==> src/rtl/fpc_pkg.sv <==
package fpc_pkg;
  localparam int unsigned INSN_W   = 32;
  localparam int unsigned OPC_W    = 6;
  localparam int unsigned FUNCT_W  = 6;
  localparam int unsigned OPC_LSB  = INSN_W - OPC_W;

  localparam logic [OPC_W-1:0]   OPC_SPECIAL = 6'b000000;
  localparam logic [OPC_W-1:0]   OPC_REGION  = 6'b000010;
  localparam logic [FUNCT_W-1:0] FN_REGJUMP  = 6'b001000;

  typedef enum logic [1:0] {
    JK_NONE     = 2'd0,
    JK_REGION   = 2'd1,
    JK_REGISTER = 2'd2
  } jump_kind_e;
endpackage

==> src/rtl/fpc_jump_decode.sv <==
module fpc_jump_decode
  import fpc_pkg::*;
#(
  parameter int unsigned ADDR_W   = 32,
  parameter int unsigned REGION_W = 4,
  parameter int unsigned ALIGN_W  = 2
) (
  input  logic [INSN_W-1:0] insn_i,
  input  logic [ADDR_W-1:0] slot_addr_i,
  input  logic [ADDR_W-1:0] reg_val_i,
  output jump_kind_e        kind_o,
  output logic [ADDR_W-1:0] target_o
);
  localparam int unsigned FIELD_W = ADDR_W - REGION_W - ALIGN_W;
  localparam logic [ADDR_W-1:0] LOW_MASK    = ADDR_W'((64'd1 << (ADDR_W - REGION_W)) - 64'd1);
  localparam logic [ADDR_W-1:0] REGION_MASK = ~LOW_MASK;
  localparam logic [ADDR_W-1:0] ALIGN_MASK  = ~ADDR_W'((64'd1 << ALIGN_W) - 64'd1);

  logic [OPC_W-1:0]   opc;
  logic [FUNCT_W-1:0] fn;
  logic [ADDR_W-1:0]  region_tgt;
  logic [ADDR_W-1:0]  reg_tgt;

  assign opc = insn_i[INSN_W-1:OPC_LSB];
  assign fn  = insn_i[FUNCT_W-1:0];

  assign region_tgt = (slot_addr_i & REGION_MASK)
                    | ADDR_W'({insn_i[FIELD_W-1:0], {ALIGN_W{1'b0}}});
  assign reg_tgt    = reg_val_i & ALIGN_MASK;

  always_comb begin
    kind_o   = JK_NONE;
    target_o = reg_tgt;
    if (opc == OPC_REGION) begin
      kind_o   = JK_REGION;
      target_o = region_tgt;
    end else if (opc == OPC_SPECIAL && fn == FN_REGJUMP) begin
      kind_o   = JK_REGISTER;
      target_o = reg_tgt;
    end
  end


  always_comb begin
    regjump_aligned_chk: assert (kind_o != JK_REGISTER || target_o[ALIGN_W-1:0] == '0)
      else $error("register jump target not aligned");
  end
endmodule

==> src/rtl/fpc_pending.sv <==
module fpc_pending #(
  parameter int unsigned ADDR_W = 32
) (
  input  logic              clk,
  input  logic              rst,
  input  logic              load_i,
  input  logic [ADDR_W-1:0] target_i,
  output logic              valid_o,
  output logic [ADDR_W-1:0] target_o
);
  logic              valid_q;
  logic [ADDR_W-1:0] target_q;

  always_ff @(posedge clk) begin
    if (rst) begin
      valid_q  <= 1'b0;
      target_q <= '0;
    end else if (valid_q) begin
      valid_q  <= 1'b0;
    end else if (load_i) begin
      valid_q  <= 1'b1;
      target_q <= target_i;
    end
  end

  assign valid_o  = valid_q;
  assign target_o = target_q;


  capture_chk: assert property (@(posedge clk) disable iff (rst)
    (load_i && !valid_q) |=> (valid_q && target_q == $past(target_i)))
    else $error("pending target not captured");


  single_use_chk: assert property (@(posedge clk) disable iff (rst)
    valid_q |=> !valid_q)
    else $error("pending target held beyond one slot");
endmodule

==> src/rtl/fpc_pc_reg.sv <==
module fpc_pc_reg #(
  parameter int unsigned        ADDR_W     = 32,
  parameter int unsigned        STEP_BYTES = 4,
  parameter int unsigned        ALIGN_W    = 2,
  parameter logic [ADDR_W-1:0]  RESET_PC   = 32'h0040_0000
) (
  input  logic              clk,
  input  logic              rst,
  input  logic              redirect_i,
  input  logic [ADDR_W-1:0] redirect_addr_i,
  output logic [ADDR_W-1:0] pc_o
);
  localparam logic [ADDR_W-1:0] STEP_V = ADDR_W'(STEP_BYTES);

  logic [ADDR_W-1:0] pc_q;
  logic [ADDR_W-1:0] pc_d;

  always_comb begin
    pc_d = pc_q + STEP_V;
    if (redirect_i) pc_d = redirect_addr_i;
  end

  always_ff @(posedge clk) begin
    if (rst) pc_q <= RESET_PC;
    else     pc_q <= pc_d;
  end

  assign pc_o = pc_q;


  reset_value_chk: assert property (@(posedge clk)
    rst |=> pc_q == RESET_PC)
    else $error("fetch address not at reset value");


  aligned_chk: assert property (@(posedge clk) disable iff (rst)
    pc_q[ALIGN_W-1:0] == '0)
    else $error("fetch address misaligned");
endmodule

==> src/rtl/fetch_pc_seq.sv <==
module fetch_pc_seq
  import fpc_pkg::*;
#(
  parameter int unsigned       ADDR_W     = 32,
  parameter int unsigned       REGION_W   = 4,
  parameter int unsigned       STEP_BYTES = 4,
  parameter logic [ADDR_W-1:0] RESET_PC   = 32'h0040_0000
) (
  input  logic              clk,
  input  logic              rst,
  input  logic [31:0]       instr_i,
  input  logic [ADDR_W-1:0] reg_val_i,
  output logic [ADDR_W-1:0] fetch_addr_o,
  output logic              slot_jump_o
);
  localparam int unsigned ALIGN_W = $clog2(STEP_BYTES);
  localparam logic [ADDR_W-1:0] STEP_V = ADDR_W'(STEP_BYTES);

  logic [ADDR_W-1:0] pc;
  logic [ADDR_W-1:0] slot_addr;
  jump_kind_e        kind;
  logic [ADDR_W-1:0] tgt;
  logic              is_jump;
  logic              pend_valid;
  logic [ADDR_W-1:0] pend_target;
  logic              flag_q;

  assign slot_addr = pc + STEP_V;
  assign is_jump   = (kind != JK_NONE);

  fpc_jump_decode #(
    .ADDR_W   (ADDR_W),
    .REGION_W (REGION_W),
    .ALIGN_W  (ALIGN_W)
  ) decode_i (
    .insn_i      (instr_i),
    .slot_addr_i (slot_addr),
    .reg_val_i   (reg_val_i),
    .kind_o      (kind),
    .target_o    (tgt)
  );

  fpc_pending #(
    .ADDR_W (ADDR_W)
  ) pending_i (
    .clk      (clk),
    .rst      (rst),
    .load_i   (is_jump && !pend_valid),
    .target_i (tgt),
    .valid_o  (pend_valid),
    .target_o (pend_target)
  );

  fpc_pc_reg #(
    .ADDR_W     (ADDR_W),
    .STEP_BYTES (STEP_BYTES),
    .ALIGN_W    (ALIGN_W),
    .RESET_PC   (RESET_PC)
  ) pc_reg_i (
    .clk             (clk),
    .rst             (rst),
    .redirect_i      (pend_valid),
    .redirect_addr_i (pend_target),
    .pc_o            (pc)
  );

  always_ff @(posedge clk) begin
    if (rst) flag_q <= 1'b0;
    else     flag_q <= pend_valid && is_jump;
  end

  assign fetch_addr_o = pc;
  assign slot_jump_o  = flag_q;


  seq_step_chk: assert property (@(posedge clk) disable iff (rst)
    !pend_valid |=> fetch_addr_o == $past(fetch_addr_o) + STEP_V)
    else $error("sequential step wrong");


  slot_redirect_chk: assert property (@(posedge clk) disable iff (rst)
    pend_valid |=> fetch_addr_o == $past(pend_target))
    else $error("delay-slot redirect missed");


  slot_flag_chk: assert property (@(posedge clk) disable iff (rst)
    (pend_valid && is_jump) |=> slot_jump_o)
    else $error("jump in slot not flagged");


  flag_clear_chk: assert property (@(posedge clk) disable iff (rst)
    !pend_valid |=> !slot_jump_o)
    else $error("slot flag raised outside a slot");
endmodule

==> config.mk <==
export PLATFORM = sky130hd
export DESIGN_NAME = fetch_pc_seq
export DESIGN_NICKNAME = d
export VERILOG_FILES = /design/src/rtl/fpc_pkg.sv /design/src/rtl/fpc_jump_decode.sv /design/src/rtl/fpc_pending.sv /design/src/rtl/fpc_pc_reg.sv /design/src/rtl/fetch_pc_seq.sv
export SDC_FILE = /design/constraint.sdc
export NUM_CORES = 1
export LEC_CHECK = 0
export BUFFER_PORTS_ARGS = -buffer_cell sky130_fd_sc_hd__buf_2
export CAP_MARGIN = 15
export CORE_MARGIN = 2
export CORE_UTILIZATION = 54
export CTS_CLUSTER_SIZE = 16
export DETAILED_ROUTE_END_ITERATION = 10
export PLACE_DENSITY = 0.9
export SYNTH_ARGS = -nofsm -noshare
export SYNTH_HDL_FRONTEND = slang
export SYNTH_SLANG_ARGS = --single-unit
export TNS_END_PERCENT = 1
==> constraint.sdc <==
create_clock -name clk -period 2.9 [get_ports clk]
set_input_delay 0.145 -clock clk [delete_from_list [all_inputs] [get_ports clk]]
set_output_delay 0.145 -clock clk [all_outputs]
set_load 0.01 [all_outputs]
==> results of run 1 <==
-- logic make-up (layout without fill, tap and decap cells) --
| group | Yosys count | in the layout | share of synthesized area [%] |
|---|---|---|---|
| flip-flops | 62 | 62 | 41.3 |
| other | 1 | 2 | 0.125 |
| adder cells (fa/ha/maj) | 1 | 1 | 0.417 |
| AND/OR/NAND/NOR | 133 | 133 | 22.3 |
| buffers and inverters | 29 | 119 | 4.04 |
| multiplexers | 28 | 28 | 9.33 |
| AO/OA/AOI/OAI | 60 | 60 | 14.3 |
| XOR/XNOR | 28 | 28 | 8.17 |
-- per-layer routing --
| layer | GRT usage, % | vias up | share of wire (%) |
|---|---|---|---|
| li1 | - | 1397 | - |
| met1 | 29.8 | 1247 | 43 |
| met2 | 41.0 | 120 | 48 |
| met3 | 5.29 | 17 | 7.3 |
| met4 | 11.9 | 0 | 2.0 |
| met5 | 0 | - | 0 |
-- synthesized netlist by cell type, types with 2 or more instances --
master	instances	area [um^2]
buf_1	3	11.3
inv_1	3	11.3
a21oi_1	11	55.1
nor2_1	58	218
a211oi_1	42	315
dfxtp_1	62	1240
buf_2	4	20.0
buf_4	2	15.0
nand3_1	10	50.1
nor4_1	5	31.3
o221ai_1	4	35.0
nand2_1	30	113
nand4_1	14	87.6
mux2i_1	28	280
nand4_4	2	42.5
xor2_1	19	166
clkbuf_1	15	56.3
xnor2_1	9	78.8
nor3_1	3	15.0
nor4_4	2	42.5
-- power breakdown --
part | internal [mW] | switching, mW | total, mW
Combinational | 0.0564 | 0.0570 | 0.113
Sequential | 0.862 | 0.0118 | 0.874
Clock | 0.617 | 0.336 | 0.953
Total | 1.54 | 0.405 | 1.94
-- worst max-delay path by stage --
| stage | endpoint | slack [ns] | cells after the start | from |
|---|---|---|---|---|
| 6_report | pc_reg_i.pc_o[30] | 0.84 | 6 | pc_reg_i.pc_o[2] |
| 5_1_grt | pc_reg_i.pc_o[28] | 0.64 | 6 | pc_reg_i.pc_o[2] |
| 4_1_cts | pc_reg_i.pc_o[30] | 0.84 | 6 | pc_reg_i.pc_o[2] |
| 3_5_place_dp | pending_i.target_o[29] | 0.86 | 7 | instr_i[29] |
| 3_3_place_gp | pending_i.target_o[29] | 0.97 | 7 | instr_i[29] |
| 2_1_floorplan | pc_reg_i.pc_o[30] | 1.16 | 6 | pc_reg_i.pc_o[2] |
-- cell type report --
class	instances	area share, %
inverters	5	0.500
clock inverters	5	2.80
flip-flops and latches	62	33.0
well taps	72	2.40
repair buffers	98	13.3
multi-input cells	252	43.9
clock buffers	11	4.03
-- sequential cells by signal, indices dropped and copies added (netlist names) --
register	flops
pending_i.target_o	30
pending_i.valid_o	1
slot_jump_o	1
pc_reg_i.pc_o	30
-- worst register-to-register path: cells and delay by family (launching register included) --
family	cells	cell delay (ns)
AND/OR/NAND/NOR	3	0.81
AO/OA/AOI/OAI	1	0.24
flip-flops	1	0.42
XOR/XNOR	1	0.20
adder cells (fa/ha/maj)	1	0.30
==> qor.txt, run 1 <==
outcome: complete, no violations
vias per inst: 5.51
worst skew pair latency: 0.34 ns
# diodes: 0
Final Util: 69.1%
Pre-Repair DR Iteration Count: 4
register area: 1240 um^2
Area after DPL: 3500 um^2
total wire length: 7180 um
row count: 27
sequential share of the synthesized area: 41.3%
final worst-path cycle share: 71.2%
worst min path class: in2reg
clk sinks: 62
Cell Area, Synth: 3000 um^2
Post-CTS Hold Fix Bufs: 0
port buffer count: 94
Max stage delay on crit path: 0.47 ns
gpl congestion: 0.835
element type at the critical path start: flip-flop
CP endpoint kind: flip-flop
largest net degree at the start of global routing: 45
worst-margin pin slew: 0.726 ns
total track usage: 24.5%
fin. max-slew vios: 0
final hold vios: 0
setup repair bufs after CTS: 0
Die H: 78.6 um
slowest cell on the critical path: nor4_4
Final setup viols: 0
synthesized instance count: 342
Layout Cells excl Fill: 505
core area: 5440 um^2
clk buf depth: 2
worst vdd ir: 319 uV
share of cells above drive strength 1: 28.6%
GRT overflow: 0
worst hold slack: 0.0534 ns
Worst slew margin: 51.5%
Clock Skew: 0.00969 ns
Min-Delay Path Depth: 3
Final Critical Period: 2.06 ns
# Max-Cap Violations: 0
vias in the first global route: 2595
Min-Delay Endpoint: pending_i.target_o[30]
crit path buf inv count: 0
Yosys reg bits: 62
kind of critical path: reg2reg
starting density of the core: 55.2%
die width: 78.6 um
Arr. time, crit path: 2.32 ns
Lkg Pwr: 1.72 nW
R2R Setup Slk: 0.84 ns
post-route antenna net violation count: 0
RSZ-0062 raised after global routing: no
pwr/cell area: 517 nW/um^2
hold wc startpoint: reg_val_i[30]
HPWL after DPL: 5080 um
post-CTS resize count: 0
final setup margin: 0.836 ns
CTS tree: done
die area: 6170 um^2
fmax: 484 MHz
worst r2r src: pc_reg_i.pc_o[2]
Final Power: 1.94 mW
htree depth: 3
Worst Path Max Fanout: 9
Worst-path clk slew: 0.07 ns
fill count: 427
I/O pin total: 99
WL per Instance: 14.2 um
R2R Path End: pc_reg_i.pc_o[30]
Top delay family on crit path: simple AND/OR/NAND/NOR gates
worst endpoint required time: 3.15 ns
clock root buffer: clkbuf_8
most common cell after layout, fill and taps aside: buf_2
post-synthesis average cell area: 8.78 um^2
final net count: 495
crit path cell chain: ha_1 > nand2_1 > nor4_4 > nand4_1 > xor2_1 > a211oi_1
1st-iter DRT viols: 147
R2R depth: 6
asr flop ratio synth: 0%
first-pass GRT wire length: 11900 um
synth-to-layout area growth: 25.1%
Vias: 2781
initial antenna violation count: 0
Setup TNS: 0 ns
final instance area: 3760 um^2
most frequent cells in the layout: 94 x buf_2, 62 x dfxtp_1, 58 x nor2_1
Post-synth EDFFs: 0
drt drc: 0
yosys warns: 0
library cells used by synthesis: 36
area of the multi-input gates: 1650 um^2
Post-synth top flop: dfxtp_1
Num CTS Buffers: 9
dpl cells: 489
pre-CTS setup slack: 0.863 ns
Power figures use the tool's default switching activity.
==> run 2, diff against run 1 <==
--- a/config.mk
+++ b/config.mk
@@ -5,13 +5,14 @@
 export SDC_FILE = /design/constraint.sdc
 export NUM_CORES = 1
 export LEC_CHECK = 0
+export ABC_AREA = 1
 export BUFFER_PORTS_ARGS = -buffer_cell sky130_fd_sc_hd__buf_2
 export CAP_MARGIN = 15
 export CORE_MARGIN = 2
-export CORE_UTILIZATION = 54
+export CORE_UTILIZATION = 52
 export CTS_CLUSTER_SIZE = 16
 export DETAILED_ROUTE_END_ITERATION = 10
-export PLACE_DENSITY = 0.9
+export PLACE_DENSITY = 0.85
 export SYNTH_ARGS = -nofsm -noshare
 export SYNTH_HDL_FRONTEND = slang
 export SYNTH_SLANG_ARGS = --single-unit
==> constraint.sdc (replaced) <==
create_clock -name clk -period 1.9 [get_ports clk]
set_input_delay 0.095 -clock clk [delete_from_list [all_inputs] [get_ports clk]]
set_output_delay 0.095 -clock clk [all_outputs]
set_load 0.01 [all_outputs]
==> qor.txt, run 2 <==
synth cell count leaders: 198 x nand2_1, 96 x nor2_1, 62 x dfxtp_1 (was 62 x dfxtp_1, 58 x nor2_1, 42 x a211oi_1)
I/O pin total: 99 (unchanged)
die width: 84.9 um (was 78.6 um)
Lkg Pwr: 2.04 nW (was 1.72 nW)
final hold vios: 0 (unchanged)
# Max-Cap Violations: 0 (unchanged)
element type at the critical path start: flip-flop (unchanged)
fin. max-slew vios: 0 (unchanged)
port buffer count: 94 (unchanged)
GRT overflow: 0 (unchanged)
area share of the largest cell type after synthesis: 36.4% (was 41.3%)
Pre-Repair DR Iteration Count: 5 (was 4)
Post-synth top flop: dfxtp_1 (unchanged)
CTS tree: done (unchanged)
row count: 29 (was 27)
Num CTS Buffers: 9 (unchanged)
Die H: 84.9 um (was 78.6 um)
worst vdd ir: 363 uV (was 319 uV)
fmax: 613 MHz (was 484 MHz)
setup repair bufs after CTS: 0 (unchanged)
drt drc: 0 (unchanged)
initial antenna violation count: 0 (unchanged)
vias in the first global route: 3082 (was 2595)
total track usage: 23.9% (was 24.5%)
starting density of the core: 53.6% (was 55.2%)
1st-iter DRT viols: 227 (was 147)
worst min path class: in2reg (unchanged)
Vias: 3537 (was 2781)
largest net degree at the start of global routing: 30 (was 45)
post-CTS resize count: 0 (unchanged)
synthesized instance count: 550 (was 342)
final worst-path cycle share: 85.9% (was 71.2%)
Worst Path Max Fanout: 23 (was 9)
sequential share of the synthesized area: 36.4% (was 41.3%)
HPWL after DPL: 6700 um (was 5080 um)
CP endpoint kind: flip-flop (unchanged)
Sw Share: 23.4% (was 20.9%)
most frequent cells in the layout: 198 x nand2_1, 96 x nor2_1, 94 x buf_2 (was 94 x buf_2, 62 x dfxtp_1, 58 x nor2_1)
Sw Pwr: 604 uW (was 405 uW)
Post-synth EDFFs: 0 (unchanged)
first-pass GRT wire length: 13900 um (was 11900 um)
Worst-path clk slew: 0.06 ns (was 0.07 ns)
final net count: 712 (was 495)
register area: 1240 um^2 (unchanged)
asr flop ratio synth: 0% (unchanged)
area of the multi-input gates: 1870 um^2 (was 1650 um^2)
share of cells above drive strength 1: 22.5% (was 28.6%)
kind of critical path: reg2reg (unchanged)
vias per inst: 4.88 (was 5.51)
fill count: 561 (was 427)
Arr. time, crit path: 1.91 ns (was 2.32 ns)
library cells used by synthesis: 34 (was 36)
synth-to-layout area growth: 20.7% (was 25.1%)
core area: 6350 um^2 (was 5440 um^2)
synth top area cells: dfxtp_1 36%, nand2_1 22%, nor2_1 11% (was dfxtp_1 41%, a211oi_1 10%, mux2i_1 9.3%)
outcome: complete, no violations (unchanged)
RSZ-0062 raised after global routing: no (unchanged)
die area: 7210 um^2 (was 6170 um^2)
post-synthesis average cell area: 6.19 um^2 (was 8.78 um^2)
Final Power: 2.58 mW (was 1.94 mW)
worst endpoint required time: 2.18 ns (was 3.15 ns)
pwr/cell area: 628 nW/um^2 (was 517 nW/um^2)
htree depth: 3 (unchanged)
# diodes: 0 (unchanged)
total wire length: 8460 um (was 7180 um)
Setup TNS: 0 ns (unchanged)
worst skew pair latency: 0.35 ns (was 0.34 ns)
area leader, netlist: dfxtp_1 (unchanged)
yosys warns: 0 (unchanged)
Int Pwr: 1.98 mW (was 1.54 mW)
clk buf depth: 2 (unchanged)
Post-CTS Hold Fix Bufs: 0 (unchanged)
sequential fraction of design power: 51.5% (was 45.0%)
gpl congestion: 0.904 (was 0.835)
post-route antenna net violation count: 0 (unchanged)
Yosys reg bits: 62 (unchanged)
most common cell after layout, fill and taps aside: nand2_1 (was buf_2)
clk sinks: 62 (unchanged)
count leader, synth: nand2_1 (was dfxtp_1)
Cell Area, Synth: 3410 um^2 (was 3000 um^2)
Clock Skew: 0.00849 ns (was 0.00969 ns)
WL per Instance: 11.7 um (was 14.2 um)
Clk pwr share: 40.5% (was 49.1%)
Final Critical Period: 1.63 ns (was 2.06 ns)
Comb pwr share: 8.0% (was 5.8%)
Final setup viols: 0 (unchanged)
clock root buffer: clkbuf_8 (unchanged)
## run 2: cell types whose count changed after synthesis, sizes merged, moves of 4 or more
cell / previous run / this run
a211oi: 43 / 0
nand2: 30 / 204
o21ai: 1 / 44
clkbuf: 15 / 9
a21oi: 11 / 15
xor2: 19 / 8
nand4: 16 / 2
nor4: 7 / 0
xnor2: 9 / 1
mux2i: 28 / 0
inv: 4 / 49
nor2: 58 / 108
o221ai: 4 / 0
nand3: 10 / 23
## run 2: cell type report
| type | instances | area share (%) |
|---|---|---|
| flip-flops and latches | 62 | 30.2 |
| multi-input cells | 418 | 45.4 |
| clock buffers | 13 | 4.11 |
| clock inverters | 1 | 0.122 |
| inverters | 50 | 4.56 |
| repair buffers | 104 | 13.3 |
| well taps | 77 | 2.34 |
## run 2: power groups by stage
stage / Combinational, mW / Clock (mW) / Sequential [mW]
6_report: 0.206 / 1.05 / 1.33
5_1_grt: 0.234 / 1.11 / 1.33
3_3_place_gp: 0.199 / 0 / 1.36
4_1_cts: 0.206 / 1.06 / 1.33
3_5_place_dp: 0.205 / 0 / 1.36
2_1_floorplan: 0.105 / 0 / 1.36
## run 2: critical path, cell delays in order, from the launching register on
cell     delay (ns)
dfxtp_1        0.36
inv_1          0.31
nand2_2        0.30
inv_2          0.37
nor2_1         0.11
nor2_1         0.12
## run 2: kinds of logic (layout without fill, tap and decap cells)
logic type | after synthesis | in the layout | share of synthesized area, %
other | 1 | 2 | 0.110
buffers and inverters | 71 | 168 | 8.85
adders and majority gates | 1 | 1 | 0.367
DFF | 62 | 62 | 36.4
xor gates and xnor gates | 9 | 9 | 2.31
AOI/OAI and AO/OA | 65 | 65 | 10.1
and+or+nand+nor | 341 | 341 | 41.8
## run 2: routing by layer
metal  track usage, %  vias to the layer above  wire length [um]
met2             38.9                      125              3790
met4             11.4                        0               175
met1             31.0                     1516              3950
li1                 -                     1879                 -
met5                0                        -                 0
met3             3.99                       17               543
## run 2: per-stage QoR
stage / area, um^2 / setup WS [ns] / util [%] / std cells / hold slack, ns
after floorplan: 3410 / 0.424 / - / 551 / 0.191
after detailed placement: 3940 / 0.293 / 62.0 / 711 / 0.391
after global routing: 4110 / 0.127 / 64.7 / 725 / 0.0454
after CTS: 4110 / 0.267 / 64.7 / 725 / 0.0303
after global placement: 3940 / 0.356 / 62.0 / 711 / 0.382
final: 4110 / 0.268 / 64.7 / 725 / 0.0441
## run 2: final timing paths
path | from | to | slack [ns] | cells past startpoint
min reg2reg | pending_i.target_o[29] | pc_reg_i.pc_o[29] | 0.46 | 2
max | pending_i.valid_o | pending_i.target_o[20] | 0.27 | 5
min | rst | pc_reg_i.pc_o[22] | 0.04 | 3
max reg2reg | pending_i.valid_o | pending_i.target_o[20] | 0.27 | 5
==> run 3, diff against run 2 <==
--- a/config.mk
+++ b/config.mk
@@ -5,14 +5,13 @@
 export SDC_FILE = /design/constraint.sdc
 export NUM_CORES = 1
 export LEC_CHECK = 0
-export ABC_AREA = 1
 export BUFFER_PORTS_ARGS = -buffer_cell sky130_fd_sc_hd__buf_2
 export CAP_MARGIN = 15
 export CORE_MARGIN = 2
-export CORE_UTILIZATION = 52
+export CORE_UTILIZATION = 50
 export CTS_CLUSTER_SIZE = 16
 export DETAILED_ROUTE_END_ITERATION = 10
-export PLACE_DENSITY = 0.85
+export PLACE_DENSITY = 0.84
 export SYNTH_ARGS = -nofsm -noshare
 export SYNTH_HDL_FRONTEND = slang
 export SYNTH_SLANG_ARGS = --single-unit
==> qor.txt, run 3 (synthesized netlist as in run 1, its figures left out) <==
crit path from: pc_reg_i.pc_o[5] (was pending_i.valid_o)
kind of critical path: reg2reg (unchanged)
first-pass GRT wire length: 11800 um (was 13900 um)
most common cell after layout, fill and taps aside: buf_2 (was nand2_1)
share of cells above drive strength 1: 30.2% (was 22.5%)
CTS tree: done (unchanged)
slowest cell on the critical path: dfxtp_1 (was inv_2)
post-route antenna net violation count: 0 (unchanged)
final worst-path cycle share: 94.4% (was 85.9%)
# Max-Cap Violations: 0 (unchanged)
total wire length: 7300 um (was 8460 um)
vias per inst: 5.46 (was 4.88)
Top delay family on crit path: simple AND/OR/NAND/NOR gates (was buffers and inverters)
fin. max-slew vios: 0 (unchanged)
post-CTS resize count: 0 (unchanged)
Arr. time, crit path: 2.03 ns (was 1.91 ns)
outcome: complete, no violations (unchanged)
Worst Path Max Fanout: 9 (was 23)
drt drc: 0 (unchanged)
clock root buffer: clkbuf_8 (unchanged)
core area: 5850 um^2 (was 6350 um^2)
htree depth: 3 (unchanged)
starting density of the core: 51.3% (was 53.6%)
pre-CTS setup slack: 0.141 ns (was 0.293 ns)
GRT overflow: 0 (unchanged)
Clock Skew: 0.00690 ns (was 0.00849 ns)
final hold vios: 0 (unchanged)
I/O pin total: 99 (unchanged)
vias in the first global route: 2626 (was 3082)
Pre-Repair DR Iteration Count: 4 (was 5)
WL per Instance: 14.1 um (was 11.7 um)
worst min path class: in2reg (unchanged)
CP endpoint: pc_reg_i.pc_o[29] (was pending_i.target_o[20])
largest net degree at the start of global routing: 50 (was 30)
Vias: 2826 (was 3537)
die area: 6640 um^2 (was 7210 um^2)
R2R Setup Slk: 0.11 ns (was 0.27 ns)
R2R depth: 6 (was 5)
clk sinks: 62 (unchanged)
dpl cells: 502 (was 711)
RSZ-0062 raised after global routing: no (unchanged)
R2R Path End: pc_reg_i.pc_o[29] (was pending_i.target_o[20])
HPWL after DPL: 5080 um (was 6700 um)
final setup margin: 0.106 ns (was 0.268 ns)
final instance area: 3830 um^2 (was 4110 um^2)
fmax: 557 MHz (was 613 MHz)
Post-CTS Hold Fix Bufs: 0 (unchanged)
total track usage: 23.2% (was 23.9%)
die width: 81.5 um (was 84.9 um)
element type at the critical path start: flip-flop (unchanged)
Worst-path clk slew: 0.07 ns (was 0.06 ns)
Lkg Pwr: 1.76 nW (was 2.04 nW)
Max stage delay on crit path: 0.46 ns (was 0.37 ns)
worst vdd ir: 487 uV (was 363 uV)
pwr/cell area: 731 nW/um^2 (was 628 nW/um^2)
Final Critical Period: 1.79 ns (was 1.63 ns)
worst endpoint required time: 2.14 ns (was 2.18 ns)
clk buf depth: 2 (unchanged)
Final setup viols: 0 (unchanged)
worst skew pair latency: 0.33 ns (was 0.35 ns)
Area after DPL: 3600 um^2 (was 3940 um^2)
crit path buf inv count: 1 (was 2)
# diodes: 0 (unchanged)
crit path cell chain: nand4_4 > nor4_4 > buf_4 > nand3_1 > xor2_1 > a211oi_1 (was inv_1 > nand2_2 > inv_2 > nor2_1 > nor2_1)
Die H: 81.5 um (was 84.9 um)
setup repair bufs after CTS: 0 (unchanged)
synth-to-layout area growth: 27.5% (was 20.7%)
Worst slew margin: 65.1%
Layout Cells excl Fill: 518 (was 725)
Setup TNS: 0 ns (unchanged)
Num CTS Buffers: 9 (unchanged)
Final Power: 2.80 mW (was 2.58 mW)
CP endpoint kind: flip-flop (unchanged)
port buffer count: 94 (unchanged)
worst-margin pin slew: 0.524 ns
most frequent cells in the layout: 94 x buf_2, 62 x dfxtp_1, 58 x nor2_1 (was 198 x nand2_1, 96 x nor2_1, 94 x buf_2)
worst r2r src: pc_reg_i.pc_o[5] (was pending_i.valid_o)
initial antenna violation count: 0 (unchanged)
gpl congestion: 0.868 (was 0.904)
1st-iter DRT viols: 139 (was 227)
row count: 28 (was 29)
final net count: 505 (was 712)
Stages on worst setup path: 6 (was 5)
[run 3: changes by cell type in the layout (fill, tap and decap cells not counted), sizes merged, moves of 7 or more]
cell / change
inv: -45
nor2: -50
nand3: -13
mux2i: +28
nand4: +14
xnor2: +8
nor4: +7
nand2: -174
a211oi: +43
o21ai: -43
xor2: +11
[run 3: area by class of cell]
cell class / count / area (um^2)
clock buffers: 10 / 138
inverters: 5 / 18.8
flip-flops and latches: 62 / 1240
multi-input cells: 252 / 1650
well taps: 75 / 93.8
fillers: 468 / 2020
repair buffers: 108 / 601
clock inverters: 6 / 85.1
[run 3: metrics by stage]
stage          hold slack (ns)  util, %
6_report                0.0226     65.4
3_5_place_dp             0.362     61.6
3_3_place_gp             0.348     61.6
2_1_floorplan            0.249        -
5_1_grt                 0.0493     65.4
4_1_cts                 0.0134     65.4
[run 3: worst min-delay path, stage by stage]
cell and delay (ns):
buf_2 0.09, nand4_1 0.07, o221ai_1 0.07
[run 3: report_power, final]
group | leakage [nW] | total [mW] | internal [mW] | switching [mW]
clock network | 0.108 | 1.28 | 0.769 | 0.515
logic | 1.16 | 0.180 | 0.0901 | 0.0899
registers | 0.501 | 1.33 | 1.32 | 0.0165
[run 3: worst min path at each step]
| stage | startpoint | to | slack (ns) | cells after the start |
|---|---|---|---|---|
| floorplan | reg_val_i[28] | pending_i.target_o[28] | 0.25 | 2 |
| global placement | reg_val_i[30] | pending_i.target_o[30] | 0.35 | 3 |
| detailed placement | reg_val_i[30] | pending_i.target_o[30] | 0.36 | 3 |
| CTS | reg_val_i[30] | pending_i.target_o[30] | 0.01 | 3 |
| global route | reg_val_i[28] | pending_i.target_o[28] | 0.05 | 3 |
| finish | reg_val_i[29] | pending_i.target_o[29] | 0.02 | 3 |
[run 3: routing by layer]
layer,part of all wire [%],track usage (%),up-vias
li1,-,-,1413
met1,44,29.3,1289
met2,47,37.4,111
met3,7.2,4.84,13
met4,2.1,12.0,0
met5,0,0,-
